$ cat config.mk
export PLATFORM = sky130hd
export DESIGN_NAME = conv_rate_sequencer
export DESIGN_NICKNAME = d
export VERILOG_FILES = /design/src/rtl/rss_pkg.sv /design/src/rtl/rss_rate_sel.sv /design/src/rtl/rss_tick_div.sv /design/src/rtl/rss_settle.sv /design/src/rtl/conv_rate_sequencer.sv
export SDC_FILE = /design/constraint.sdc
export NUM_CORES = 1
export LEC_CHECK = 0
export BUFFER_PORTS_ARGS = -buffer_cell sky130_fd_sc_hd__buf_2
export CORE_UTILIZATION = 55
export CTS_CLUSTER_DIAMETER = 30
export CTS_CLUSTER_SIZE = 14
export DETAILED_ROUTE_END_ITERATION = 6
export PLACE_DENSITY = 0.83
export SLEW_MARGIN = 30
export SYNTH_ARGS = -nofsm -noshare
export SYNTH_HDL_FRONTEND = slang
export SYNTH_HIERARCHICAL = 1
export SYNTH_SLANG_ARGS = --single-unit
$ cat constraint.sdc
create_clock -name clk_i -period 2.39 [get_ports clk_i]
set_input_delay 0.478 -clock clk_i [delete_from_list [all_inputs] [get_ports clk_i]]
set_output_delay 0.478 -clock clk_i [all_outputs]
set_load 0.02 [all_outputs]
$ cat src/rtl/rss_pkg.sv
package rss_pkg;

    localparam int unsigned N_SET = 8;
    localparam int unsigned DFLT_MCLK_HZ = 30000;

    typedef int unsigned rate_tab_t [N_SET];

    // index = {clock select, filter select[1:0]}
    localparam rate_tab_t DFLT_RATES = '{20, 25, 100, 200, 50, 60, 250, 500};

    function automatic int unsigned slowest_rate(input rate_tab_t tab);
        int unsigned m;
        m = tab[0];
        for (int i = 1; i < N_SET; i++) begin
            if (tab[i] < m) m = tab[i];
        end
        return m;
    endfunction

endpackage

$ cat src/rtl/rss_rate_sel.sv
module rss_rate_sel
    import rss_pkg::*;
#(
    parameter int unsigned MCLK_HZ = DFLT_MCLK_HZ,
    parameter rate_tab_t   RATE_HZ = DFLT_RATES,
    parameter int unsigned DIV_W   = 11
) (
    input  logic [2:0]       sel_i,
    output logic [DIV_W-1:0] div_o
);

    logic [DIV_W-1:0] div_tab [N_SET];

    for (genvar g = 0; g < N_SET; g++) begin : g_div
        localparam int unsigned RAW = MCLK_HZ / RATE_HZ[g];
        localparam int unsigned DV  = (RAW < 2) ? 2 : RAW;
        assign div_tab[g] = DIV_W'(DV);
    end

    assign div_o = div_tab[sel_i];

    always_comb begin
        assert_div_min_R1: assert (div_o >= DIV_W'(2));
    end

endmodule

$ cat src/rtl/rss_tick_div.sv
module rss_tick_div #(
    parameter int unsigned DIV_W = 11
) (
    input  logic             clk_i,
    input  logic             rst_i,
    input  logic             hold_i,
    input  logic [2:0]       sel_i,
    input  logic [DIV_W-1:0] div_i,
    output logic             tick_o
);

    typedef struct packed {
        logic [DIV_W-1:0] cnt;
        logic [2:0]       sel;
    } div_st_t;

    div_st_t st_d, st_q;
    logic    chg;

    always_comb begin
        st_d   = st_q;
        tick_o = 1'b0;
        chg    = (sel_i != st_q.sel);
        st_d.sel = sel_i;
        if (hold_i || chg) begin
            st_d.cnt = div_i - DIV_W'(1);
        end else if (st_q.cnt == '0) begin
            tick_o   = 1'b1;
            st_d.cnt = div_i - DIV_W'(1);
        end else begin
            st_d.cnt = st_q.cnt - DIV_W'(1);
        end
    end

    always_ff @(posedge clk_i) begin
        if (rst_i) begin
            st_q <= '{cnt: div_i - DIV_W'(1), sel: sel_i};
        end else begin
            st_q <= st_d;
        end
    end

    assert_cnt_in_range_R9: assert property (@(posedge clk_i) disable iff (rst_i)
        (sel_i == st_q.sel) |-> (st_q.cnt < div_i));

    assert_reload_on_change_R9: assert property (@(posedge clk_i) disable iff (rst_i)
        (sel_i != st_q.sel) |=> (st_q.cnt == $past(div_i) - DIV_W'(1)));

endmodule

$ cat src/rtl/rss_settle.sv
module rss_settle #(
    parameter int unsigned DATA_W       = 16,
    parameter int unsigned SETTLE_TICKS = 3
) (
    input  logic              clk_i,
    input  logic              rst_i,
    input  logic              hold_i,
    input  logic              tick_i,
    input  logic [DATA_W-1:0] res_data_i,
    input  logic              res_valid_i,
    input  logic              rd_done_i,
    output logic [DATA_W-1:0] res_data_o,
    output logic              drdy_n_o
);

    localparam int unsigned SC_W = $clog2(SETTLE_TICKS + 1);
    localparam logic [SC_W-1:0] SC_LAST = SC_W'(SETTLE_TICKS - 1);

    typedef struct packed {
        logic [SC_W-1:0]   settle_cnt;
        logic              pend;
        logic [DATA_W-1:0] pend_data;
        logic [DATA_W-1:0] out_data;
        logic              drdy_n;
    } set_st_t;

    set_st_t st_d, st_q;
    logic    settled;
    logic    publish;

    always_comb begin
        st_d    = st_q;
        settled = (st_q.settle_cnt == SC_LAST);
        publish = tick_i && !hold_i && settled && st_q.pend;
        if (hold_i) begin
            st_d.settle_cnt = '0;
            st_d.pend       = 1'b0;
        end else begin
            if (tick_i) begin
                if (!settled) st_d.settle_cnt = st_q.settle_cnt + SC_W'(1);
                if (publish) begin
                    st_d.out_data = st_q.pend_data;
                    st_d.pend     = 1'b0;
                    st_d.drdy_n   = 1'b0;
                end else begin
                    st_d.drdy_n   = 1'b1;
                end
            end
            if (res_valid_i) begin
                st_d.pend      = 1'b1;
                st_d.pend_data = res_data_i;
            end
        end
        if (rd_done_i && !publish) st_d.drdy_n = 1'b1;
    end

    always_ff @(posedge clk_i) begin
        if (rst_i) begin
            st_q <= '{settle_cnt: '0, pend: 1'b0, pend_data: '0, out_data: '0, drdy_n: 1'b1};
        end else begin
            st_q <= st_d;
        end
    end

    assign res_data_o = st_q.out_data;
    assign drdy_n_o   = st_q.drdy_n;

    assert_hold_clears_R3: assert property (@(posedge clk_i) disable iff (rst_i)
        hold_i |=> (st_q.settle_cnt == '0 && !st_q.pend));

    assert_early_tick_quiet_R4: assert property (@(posedge clk_i) disable iff (rst_i)
        (tick_i && st_q.settle_cnt != SC_LAST) |=> $stable(res_data_o));

    assert_hold_keeps_low_R5: assert property (@(posedge clk_i) disable iff (rst_i)
        (hold_i && !drdy_n_o && !rd_done_i) |=> !drdy_n_o);

    assert_publish_R6: assert property (@(posedge clk_i) disable iff (rst_i)
        (tick_i && !hold_i && st_q.settle_cnt == SC_LAST && st_q.pend)
        |=> (!drdy_n_o && res_data_o == $past(st_q.pend_data)));

    assert_read_raises_R7: assert property (@(posedge clk_i) disable iff (rst_i)
        (rd_done_i && !tick_i) |=> drdy_n_o);

    assert_empty_tick_raises_R8: assert property (@(posedge clk_i) disable iff (rst_i)
        (tick_i && !hold_i && !st_q.pend) |=> drdy_n_o);

    assert_reset_state_R10: assert property (@(posedge clk_i)
        rst_i |=> (drdy_n_o && st_q.settle_cnt == '0 && res_data_o == '0));

endmodule

$ cat src/rtl/conv_rate_sequencer.sv
module conv_rate_sequencer
    import rss_pkg::*;
#(
    parameter int unsigned MCLK_HZ      = DFLT_MCLK_HZ,
    parameter rate_tab_t   RATE_HZ      = DFLT_RATES,
    parameter int unsigned DATA_W       = 16,
    parameter int unsigned SETTLE_TICKS = 3
) (
    input  logic              clk_i,
    input  logic              rst_i,
    input  logic              clk_sel_i,
    input  logic [1:0]        filt_sel_i,
    input  logic              sync_hold_i,
    input  logic [DATA_W-1:0] res_data_i,
    input  logic              res_valid_i,
    input  logic              rd_done_i,
    output logic              tick_o,
    output logic [DATA_W-1:0] res_data_o,
    output logic              drdy_n_o
);

    localparam int unsigned MAX_DIV = MCLK_HZ / slowest_rate(RATE_HZ);
    localparam int unsigned DIV_W   = $clog2(MAX_DIV + 1);

    logic [2:0]       sel;
    logic [DIV_W-1:0] div;

    assign sel = {clk_sel_i, filt_sel_i};

    rss_rate_sel #(.MCLK_HZ(MCLK_HZ), .RATE_HZ(RATE_HZ), .DIV_W(DIV_W)) rate_sel_i (
        .sel_i (sel),
        .div_o (div)
    );

    rss_tick_div #(.DIV_W(DIV_W)) tick_div_i (
        .clk_i  (clk_i),
        .rst_i  (rst_i),
        .hold_i (sync_hold_i),
        .sel_i  (sel),
        .div_i  (div),
        .tick_o (tick_o)
    );

    rss_settle #(.DATA_W(DATA_W), .SETTLE_TICKS(SETTLE_TICKS)) settle_i (
        .clk_i       (clk_i),
        .rst_i       (rst_i),
        .hold_i      (sync_hold_i),
        .tick_i      (tick_o),
        .res_data_i  (res_data_i),
        .res_valid_i (res_valid_i),
        .rd_done_i   (rd_done_i),
        .res_data_o  (res_data_o),
        .drdy_n_o    (drdy_n_o)
    );

endmodule

* Word level (Yosys, flattened, before mapping)
Memory sizes are Yosys's and may differ from the RTL's. Cells that the tools add are included.
Cells by class: eq/ne operators 2, reductions and logical operators 17, bitwise operators 3, muxes and demuxes 11, magnitude comparators 1, $add $sub $neg 3
Operator list (number):
- 2-to-1 mux 11 bit | 4
- subtractor 11 x 1 -> 11 bit (second input constant) | 2
- 2-to-1 mux 17 bit | 1
- 2-to-1 mux 14 bit | 1
- logical NOT 11 bit | 1
- AND reduction 2 bit | 4
- 2-to-1 mux 1 bit | 5
- greater-or-equal comparator 4 bit (second input constant) | 1
- logical AND 1 bit | 4
- NOT 3 -> 4 bit | 1
- nonzero test 2 bit | 2
- OR reduction 2 bit | 2
- != test 3 bit | 1
- AND reduction 3 bit | 1
- adder 2 x 1 -> 2 bit (second input constant) | 1
- equality test 2 bit (second input constant) | 1
- logical NOT 1 bit | 2
- NOT 1 bit | 2
- logical OR 1 bit | 1
Word-level totals: memories 1, word-level logic and storage cells 45, bits of input ports 24, register bits 50, bits in read-only memories 88
Memory list:
- (no name shown) | words 8, width 11, read ports 1, clocked after Yosys merged registers in 0, write ports 0, RTL line rss_rate_sel.sv:20 | assign div_o = div_tab[sel_i];

* Longest topological paths before layout
Gate-level depths: netlist of the first run.
depth after elaboration 9, gate-level depth with buffers 9, gate-level depth less buffers 8

* By module
The synthesis of the first run kept the hierarchy.
Modules (own cells, without submodules):
- rss_settle | instances 1, cells an instance 177, seq. area each 720.7 sq um, area each 1461.4 sq um
- rss_tick_div | instances 1, cells an instance 84, seq. area each 280.3 sq um, area each 794.5 sq um
- rss_rate_sel | instances 1, cells an instance 24, seq. area each 0.0 sq um, area each 188.9 sq um

* Worst setup path after synthesis of the first run
No wires, ideal clock.
path type input port to flip-flop, start point input port clk_sel_i, end point register settle_i.st_q (netlist bit settle_i/drdy_n_o), path slack -0.007 ns, arrival 2.277 ns, path buffers 1, data required time 2.270 ns, setup time 0.120 ns, stages on the path 7, path through xor2_1 > or4_4 > nor2_1 > and4b_1 > buf_6 > a21oi_2 > a211o_1
On the way: word-level cells in the longest chain between the ends 9, elaborated cells between the ends (all ways) 11, those cells by class eq/ne (1); mux (2); reduce/logical (8)
RTL lines:
- start: declaration | RTL line conv_rate_sequencer.sv:11 | input logic clk_sel_i,
- != test 3 bit (*) | RTL line rss_tick_div.sv:23 | chg = (sel_i != st_q.sel);
- logical OR 1 bit (*) | RTL line rss_tick_div.sv:25 | if (hold_i || chg) begin
- 2-to-1 mux 1 bit (*) | RTL line rss_tick_div.sv:25
- net tick_o | RTL line conv_rate_sequencer.sv:17 | output logic tick_o,
- logical AND 1 bit (3 in series) | RTL line rss_settle.sv:34 | publish = tick_i && !hold_i && settled && st_q.pend;
- logical NOT 1 bit | RTL line rss_settle.sv:54 | if (rd_done_i && !publish) st_d.drdy_n = 1'b1;
- logical AND 1 bit | RTL line rss_settle.sv:54
- OR reduction 2 bit (no source line)
- end signal: assignment | RTL line rss_settle.sv:59 | st_q <= '{settle_cnt: '0, pend: 1'b0, pend_data: '0, out_data: '0, drdy_n: 1'b1};
- end signal: assignment | RTL line rss_settle.sv:61 | st_q <= st_d;
- end: declaration | RTL line rss_settle.sv:27 | set_st_t st_d, st_q;
Mark *: on every way through the listed nets, which the timed path passes. The rest lies on a longest branch. A chain may end at the register's enable or synchronous reset.

* Final worst setup path of the first run
start point register tick_div_i/st_q[5] in the netlist's numbering, end point output port tick_o
On the way: word-level cells in the longest chain between the ends 3
RTL lines:
- start: declaration | RTL line rss_tick_div.sv:17 | div_st_t st_d, st_q;
- start signal: assignment | RTL line rss_tick_div.sv:37 | st_q <= '{cnt: div_i - DIV_W'(1), sel: sel_i};
- start signal: assignment | RTL line rss_tick_div.sv:39 | st_q <= st_d;
- logical NOT 11 bit | RTL line rss_tick_div.sv:27 | end else if (st_q.cnt == '0) begin
- 2-to-1 mux 1 bit | RTL line rss_tick_div.sv:27
- 2-to-1 mux 1 bit | RTL line rss_tick_div.sv:25
- end: declaration | RTL line conv_rate_sequencer.sv:17
Every way passes these cells.

==> results_dict.tcl, run 1 <==
set metrics [dict create \
    outcome "completed" \
    ys_types 34 \
    vias 1836 \
    p_leak_nw 1.16 \
    min_period_ps 2230 \
    ir_drop_uv 386 \
    yosys.area.top_type_share 0.409 \
    overflow 0 \
    clockRootBuffer "clkbuf_8" \
    die_y_um 68.7 \
    whs_path_depth 1 \
    ios 42 \
    die-area_sq_um 4720 \
    ant_nets 0 \
    slew_headroom 0.596 \
    path_clk_slew_ps 90 \
    synthArstFlopShare 0 \
    tns_ps 0 \
    synth_warnings 6 \
    dp_slack_ps 85.6 \
    post-route-drc-count 0 \
    timing.rr.start "tick_div_i/st_q[5]$_DFF_P_" \
    finalHoldViolCount 0 \
    max_slew.worst_pin.slew_ps 606 \
    cp-startpoint "tick_div_i/st_q[5]$_DFF_P_" \
    reg2reg_depth 7 \
    synthesis.nets 318 \
    rsz0062_at_grt "false" \
    port_buffers 41 \
    hold_path_class "in -> reg" \
    slowest_stage "nor4_2" \
    grt_util_all_layers 0.197 \
    synth.avg_cell_area_sq_um 8.58 \
    n_antenna_cell 0 \
    worstPathRequired_ps 1910 \
    arrival_ps 1750 \
    grt_pass1_wl_mm 7.05 \
    syn_area_sq_um 2440 \
    post_cts_buffers 0 \
    htreeDepth 2 \
    synthCells 285 \
    synth_area_leaders "dfxtp_1 41%, nand2_1 11%, a21oi_1 6.8%" \
    timing.rr.end "settle_i/res_data_o[5]$_SDFFE_PP0P_" \
    fin_nets 343 \
    antenna_found_initial 0 \
    ys.flop_type "dfxtp_1" \
    cts_hold_buf 0 \
    insertion_delay_ps 300 \
    grt_start_max_net_pins 38 \
    fin_cells 361 \
    maxCapViolCount 0 \
    clock_path_buffers 2 \
    finalWirelength_mm 4.30 \
    first_iter_violations 100 \
    crit_buf_inv 1 \
    dp.cells 353 \
    grt_pass1_vias 1686 \
    fin_crit_sh 0.933 \
    die_x_um 68.7 \
    powerDensity_nw_per_um2 627 \
    fillCellCount 361 \
    timing.fmax_ghz 0.448 \
    gp_congestion 0.841 \
    r2r_slack_ps 350 \
    start_util 0.590 \
    num_rows 23 \
    start_kind "register" \
    dp_hpwl_mm 3.04 \
    crit_path_end_kind "primary output" \
    cts_resized 0 \
    cts_made_buffers 5 \
    core_area_sq_um 4140 \
    via_per_inst 5.09 \
    yosysMostFrequentCell "nand2_1" \
    report.final.slew_viol_count 0 \
    setup_ws_ps 160 \
    crit_chain "nor4_2 > nand4_1 > nor2_2 > buf_2" \
    cp_max_fo 6 \
    syn2layout_area_growth_pct 8.65 \
    yosysTopAreaCell "dfxtp_1" \
    ys_ff_latch 50 \
    synth_commonest_cells "70 x nand2_1, 50 x dfxtp_1, 33 x a21oi_1" \
    ys_seq_area_frac 0.409 \
    fin_skew_ps 6.01 \
    crit_family "simple AND/OR/NAND/NOR gates" \
    max_stage_delay_ps 400 \
    first_pass_iters 4 \
    crit_type "reg -> out" \
    drive_above_1_share 0.206 \
    min_delay_worst_endpoint "tick_div_i/st_q[1]$_DFF_P_" \
    setup_violations 0 \
    hp-start "filt_sel_i[1]" \
    synth-edff-count 0 \
    avgRoutedWirePerCell_um 11.9 \
    cts.sinks 50 \
    cts_tree "built" \
]
## per-stage QoR
stage                     utilization  cell area [sq um]  hold WS, ps  power [W]
after detailed placement        0.611               2530          443    0.00107
final                           0.641               2660          366    0.00167
after floorplan                     -               2450          432    0.00103
after CTS                       0.639               2650          361    0.00168
after global placement          0.611               2530          436    0.00107
after global routing            0.641               2660          366    0.00174
## layout by cell type (no fill, tap or decap), types with 2 or more instances in the layout
master / n
buf_2: 41
and4b_1: 2
xor2_1: 14
xnor2_1: 7
and2b_1: 3
nand3_1: 4
a21oi_2: 2
o21ai_0: 2
nand2_1: 70
nand2b_1: 3
a21oi_1: 33
nand3b_1: 3
buf_4: 7
ha_1: 9
inv_1: 9
dfxtp_1: 50
nor2b_1: 2
clkbuf_8: 5
mux2i_1: 13
nor3_1: 8
nor2_1: 9
## cell families (layout without fill, tap and decap cells)
logic type      after synthesis  in the layout  synth area share
buf+inv                      39             65             0.110
fa+ha+maj                     9              9            0.0461
flops                        50             50             0.409
simple gates                112            112             0.212
compound gates               40             40            0.0926
xor+xnor                     21             21            0.0752
mux                          13             13            0.0532
other cells                   1              1           0.00153
## state kept, by name, indices dropped and copies added (netlist names)
signal,flops
tick_div_i/st_q,14
settle_i/drdy_n_o,1
settle_i/res_data_o,16
settle_i/st_q,19
## how the worst max path moves through the flow
stage                                                     end  depth (start not counted)  slack [ps]
after floorplan                settle_i/drdy_n_o$_SDFFE_PP1P_                          7         160
after global placement    settle_i/res_data_o[7]$_SDFFE_PP0P_                          8         200
after detailed placement  settle_i/res_data_o[5]$_SDFFE_PP0P_                          8          90
after CTS                                              tick_o                          4         130
after global routing                                   tick_o                          4          40
final                                                  tick_o                          4         160
## final cells by class
| type | count | area (sq um) | share of cell area |
|---|---|---|---|
| multi-input cells | 196 | 1180 | 0.446 |
| clock buffers | 5 | 68.8 | 0.0259 |
| clock inverters | 3 | 47.5 | 0.0179 |
| inverters | 9 | 33.8 | 0.0127 |
| well taps | 50 | 62.6 | 0.0236 |
| repair buffers | 48 | 258 | 0.0970 |
| flip-flops and latches | 50 | 1000 | 0.377 |
## layer usage
layer | global-route usage | vias to the layer above | share of wire
li1 | - | 960 | -
met1 | 0.243 | 821 | 0.46
met2 | 0.344 | 51 | 0.49
met3 | 0.0345 | 4 | 0.048
met4 | 0.0625 | 0 | 0.0063
met5 | 0 | - | 0
## power breakdown
part	total, W	switching (W)	leakage (nW)	internal (W)
Clock	0.000607	0.000290	0.0587	0.000317
Combinational	0.000165	0.0000900	0.694	0.0000746
Sequential	0.000894	0.0000268	0.410	0.000867
No activity file was read; power rests on OpenSTA's default activity.
==> run 2, diff against run 1 <==
--- a/config.mk
+++ b/config.mk
@@ -5,12 +5,14 @@
 export SDC_FILE = /design/constraint.sdc
 export NUM_CORES = 1
 export LEC_CHECK = 0
+export ABC_AREA = 1
 export BUFFER_PORTS_ARGS = -buffer_cell sky130_fd_sc_hd__buf_2
-export CORE_UTILIZATION = 55
+export CORE_MARGIN = 4
+export CORE_UTILIZATION = 57
 export CTS_CLUSTER_DIAMETER = 30
 export CTS_CLUSTER_SIZE = 14
 export DETAILED_ROUTE_END_ITERATION = 6
-export PLACE_DENSITY = 0.83
+export PLACE_DENSITY = 0.85
 export SLEW_MARGIN = 30
 export SYNTH_ARGS = -nofsm -noshare
 export SYNTH_HDL_FRONTEND = slang
==> run 2 against run 1 <==
Against the previous run:
- register-to-register slack worse by 20 ps
- via count up 26%
- sequential cell count unchanged
- clock power down 15%
- routed wire length up 18%
- critical path depth up 4
- setup slack better by 12 ps
- total power down 1.3%
- sequential power up 0.9%
- final cell count up 41%
- clock-buffer cell count up 1
- die area up 28%
- highest routed layer unchanged
==> results_dict.tcl, run 2 <==
set metrics [dict create \
    post-route-drc-count 0 \
    ant_nets 0 \
    drive_above_1_share 0.158 \
    power_frac_comb 0.136 \
    outcome "completed" \
    fin_skew_ps 9.39 \
    max_stage_delay_ps 340 \
    p_leak_nw 1.65 \
    final_area_sq_um 2970 \
    vias 2317 \
    overflow 0 \
    grt_pass1_vias 2169 \
    crit_path_end_kind "primary output" \
    fillCellCount 426 \
    maxCapViolCount 0 \
    path_clk_slew_ps 90 \
    setup_violations 0 \
    rsz0062_at_grt "false" \
    worstPathRequired_ps 1910 \
    crit_chain "inv_2 > ha_2 > nand2_2 > nor2_4 > nand3_2 > nor3_1 > buf_4 > buf_2" \
    port_buffers 41 \
    place_area_sq_um 2870 \
    cts.sinks 50 \
    largest_register "settle_i/st_q" \
    ys_types 28 \
    cp-startpoint "tick_div_i/st_q[3]$_DFF_P_" \
    layout_common_cells "107 x nand2_1, 99 x nor2_1, 56 x inv_1" \
    cts_tree "built" \
    grt_start_max_net_pins 34 \
    ys_seq_area_frac 0.361 \
    powerDensity_nw_per_um2 553 \
    power_switching_w 0.000446 \
    internal_power_w 0.00120 \
    clock_path_buffers 2 \
    clockPowerShare 0.315 \
    syn2layout_area_growth_pct 7.08 \
    switching_share 0.271 \
    start_util 0.587 \
    synthCells 418 \
    yosysTopAreaCell "dfxtp_1" \
    synthArstFlopShare 0 \
    ys_ff_latch 50 \
    htreeDepth 2 \
    core_area_sq_um 4720 \
    timing.fmax_ghz 0.451 \
    timing.rr.end "settle_i/res_data_o[14]$_SDFFE_PP0P_" \
    slowest_stage "dfxtp_1" \
    num_rows 25 \
    die_y_um 77.8 \
    cts_made_buffers 5 \
    yosysMostFrequentCell "nand2_1" \
    fin_cells 509 \
    p_seq_frac 0.549 \
    synthesis.nets 451 \
    first_pass_iters 4 \
    fin_nets 474 \
    synth_commonest_cells "107 x nand2_1, 99 x nor2_1, 57 x inv_1" \
    ios 42 \
    grt_util_all_layers 0.180 \
    via_per_inst 4.55 \
    tns_ps 0 \
    synth.avg_cell_area_sq_um 6.64 \
    critPathCapture "tick_o" \
    r2r_slack_ps 330 \
    reg2reg_depth 10 \
    cts_hold_buf 0 \
    report.final.slew_viol_count 0 \
    synth_area_leaders "dfxtp_1 36%, nand2_1 14%, nor2_1 13%" \
    die-area_sq_um 6050 \
    n_antenna_cell 0 \
    arrival_ps 1740 \
    cp_max_fo 5 \
    ir_drop_uv 273 \
    start_kind "register" \
    ys.flop_type "dfxtp_1" \
    dp.cells 501 \
    fin_crit_sh 0.928 \
    largest_reg_flops 19 \
    finalWirelength_mm 5.08 \
    insertion_delay_ps 300 \
    hold_path_class "in -> reg" \
    die_x_um 77.8 \
    clockRootBuffer "clkbuf_8" \
    dp_hpwl_mm 3.72 \
    crit_type "reg -> out" \
    finalHoldViolCount 0 \
    yosys.area.top_type_share 0.361 \
    avgRoutedWirePerCell_um 9.97 \
    syn_area_sq_um 2770 \
    min_period_ps 2220 \
    synth-edff-count 0 \
    first_iter_violations 88 \
    synth_warnings 6 \
    grt_pass1_wl_mm 8.93 \
    antenna_found_initial 0 \
    layout_commonest_cell "nand2_1" \
    gp_congestion 0.801 \
    timing.rr.start "tick_div_i/st_q[3]$_DFF_P_" \
]
-- run 2: cell count changes after synthesis, moves of 7 or more --
cell     previous run  this run
nor2_1             10        99
inv_1               9        57
nand2_1            70       107
a21oi_1            33         3
o21ai_0             2        21
mux2i_1            13         0
xor2_1             14         6
nor3_1              8         1
-- run 2: cells by family (layout without fill, tap and decap cells) --
kind of cell / Yosys count / count (layout) / synth area share
AOI/OAI and AO/OA: 30 / 30 / 0.0568
adders and majority gates: 9 / 9 / 0.0406
and+or+nand+nor: 228 / 228 / 0.345
xor gates and xnor gates: 12 / 12 / 0.0379
buffers and inverters: 88 / 112 / 0.158
DFF: 50 / 50 / 0.361
other: 1 / 1 / 0.00135
-- run 2: repair_timing --
item,CTS,global route
buffers inserted,0,0
gates resized for setup,0,2
endpoints found under the setup margin,0,1
-- run 2: critical path: cells and delay by family (launching register included) --
family	cells	cell delay, ps
DFF	1	340
and+or+nand+nor	4	480
buffers and inverters	3	410
adders and majority gates	1	200
-- run 2: power by group through the flow --
stage	logic [W]	registers [W]	clock network (W)
final	0.000224	0.000902	0.000518
after global routing	0.000259	0.000906	0.000571
after detailed placement	0.000222	0.000919	0
after CTS	0.000223	0.000901	0.000543
after floorplan	0.000171	0.000914	0
after global placement	0.000215	0.000919	0
-- run 2: cell type report --
cell class,instances,area [sq um],share of cell area
sequential,50,1000,0.337
inverter,61,229,0.0771
clock inverter,2,16.3,0.00548
clock buffer,6,82.6,0.0278
multi-input combinational,280,1340,0.450
timing repair buffer,43,220,0.0741
tap,67,83.8,0.0282
-- run 2: stage by stage --
step / utilization / setup WS [ps] / total power (W) / hold WS (ps)
final: 0.629 / 173 / 0.00164 / 371
after global routing: 0.629 / 40.0 / 0.00174 / 371
after CTS: 0.628 / 98.2 / 0.00167 / 364
after detailed placement: 0.607 / 285 / 0.00114 / 452
after global placement: 0.607 / 325 / 0.00113 / 447
after floorplan: - / 125 / 0.00109 / 428
-- run 2: worst min path at each step --
stage	slack, ps	cells past startpoint	start	end
6_report	370	1	filt_sel_i[1]	tick_div_i/st_q[1]$_DFF_P_
5_1_grt	370	1	filt_sel_i[1]	tick_div_i/st_q[1]$_DFF_P_
4_1_cts	360	1	filt_sel_i[1]	tick_div_i/st_q[1]$_DFF_P_
3_5_place_dp	450	1	tick_div_i/st_q[3]$_DFF_P_	tick_div_i/st_q[3]$_DFF_P_
3_3_place_gp	450	1	tick_div_i/st_q[3]$_DFF_P_	tick_div_i/st_q[3]$_DFF_P_
2_1_floorplan	430	1	tick_div_i/st_q[3]$_DFF_P_	tick_div_i/st_q[3]$_DFF_P_
-- run 2: layer usage --
metal | up-vias | GRT usage | share of wire
li1 | 1266 | - | -
met1 | 997 | 0.207 | 0.46
met2 | 49 | 0.322 | 0.47
met3 | 5 | 0.0394 | 0.054
met4 | 0 | 0.0694 | 0.014
met5 | - | 0 | 0
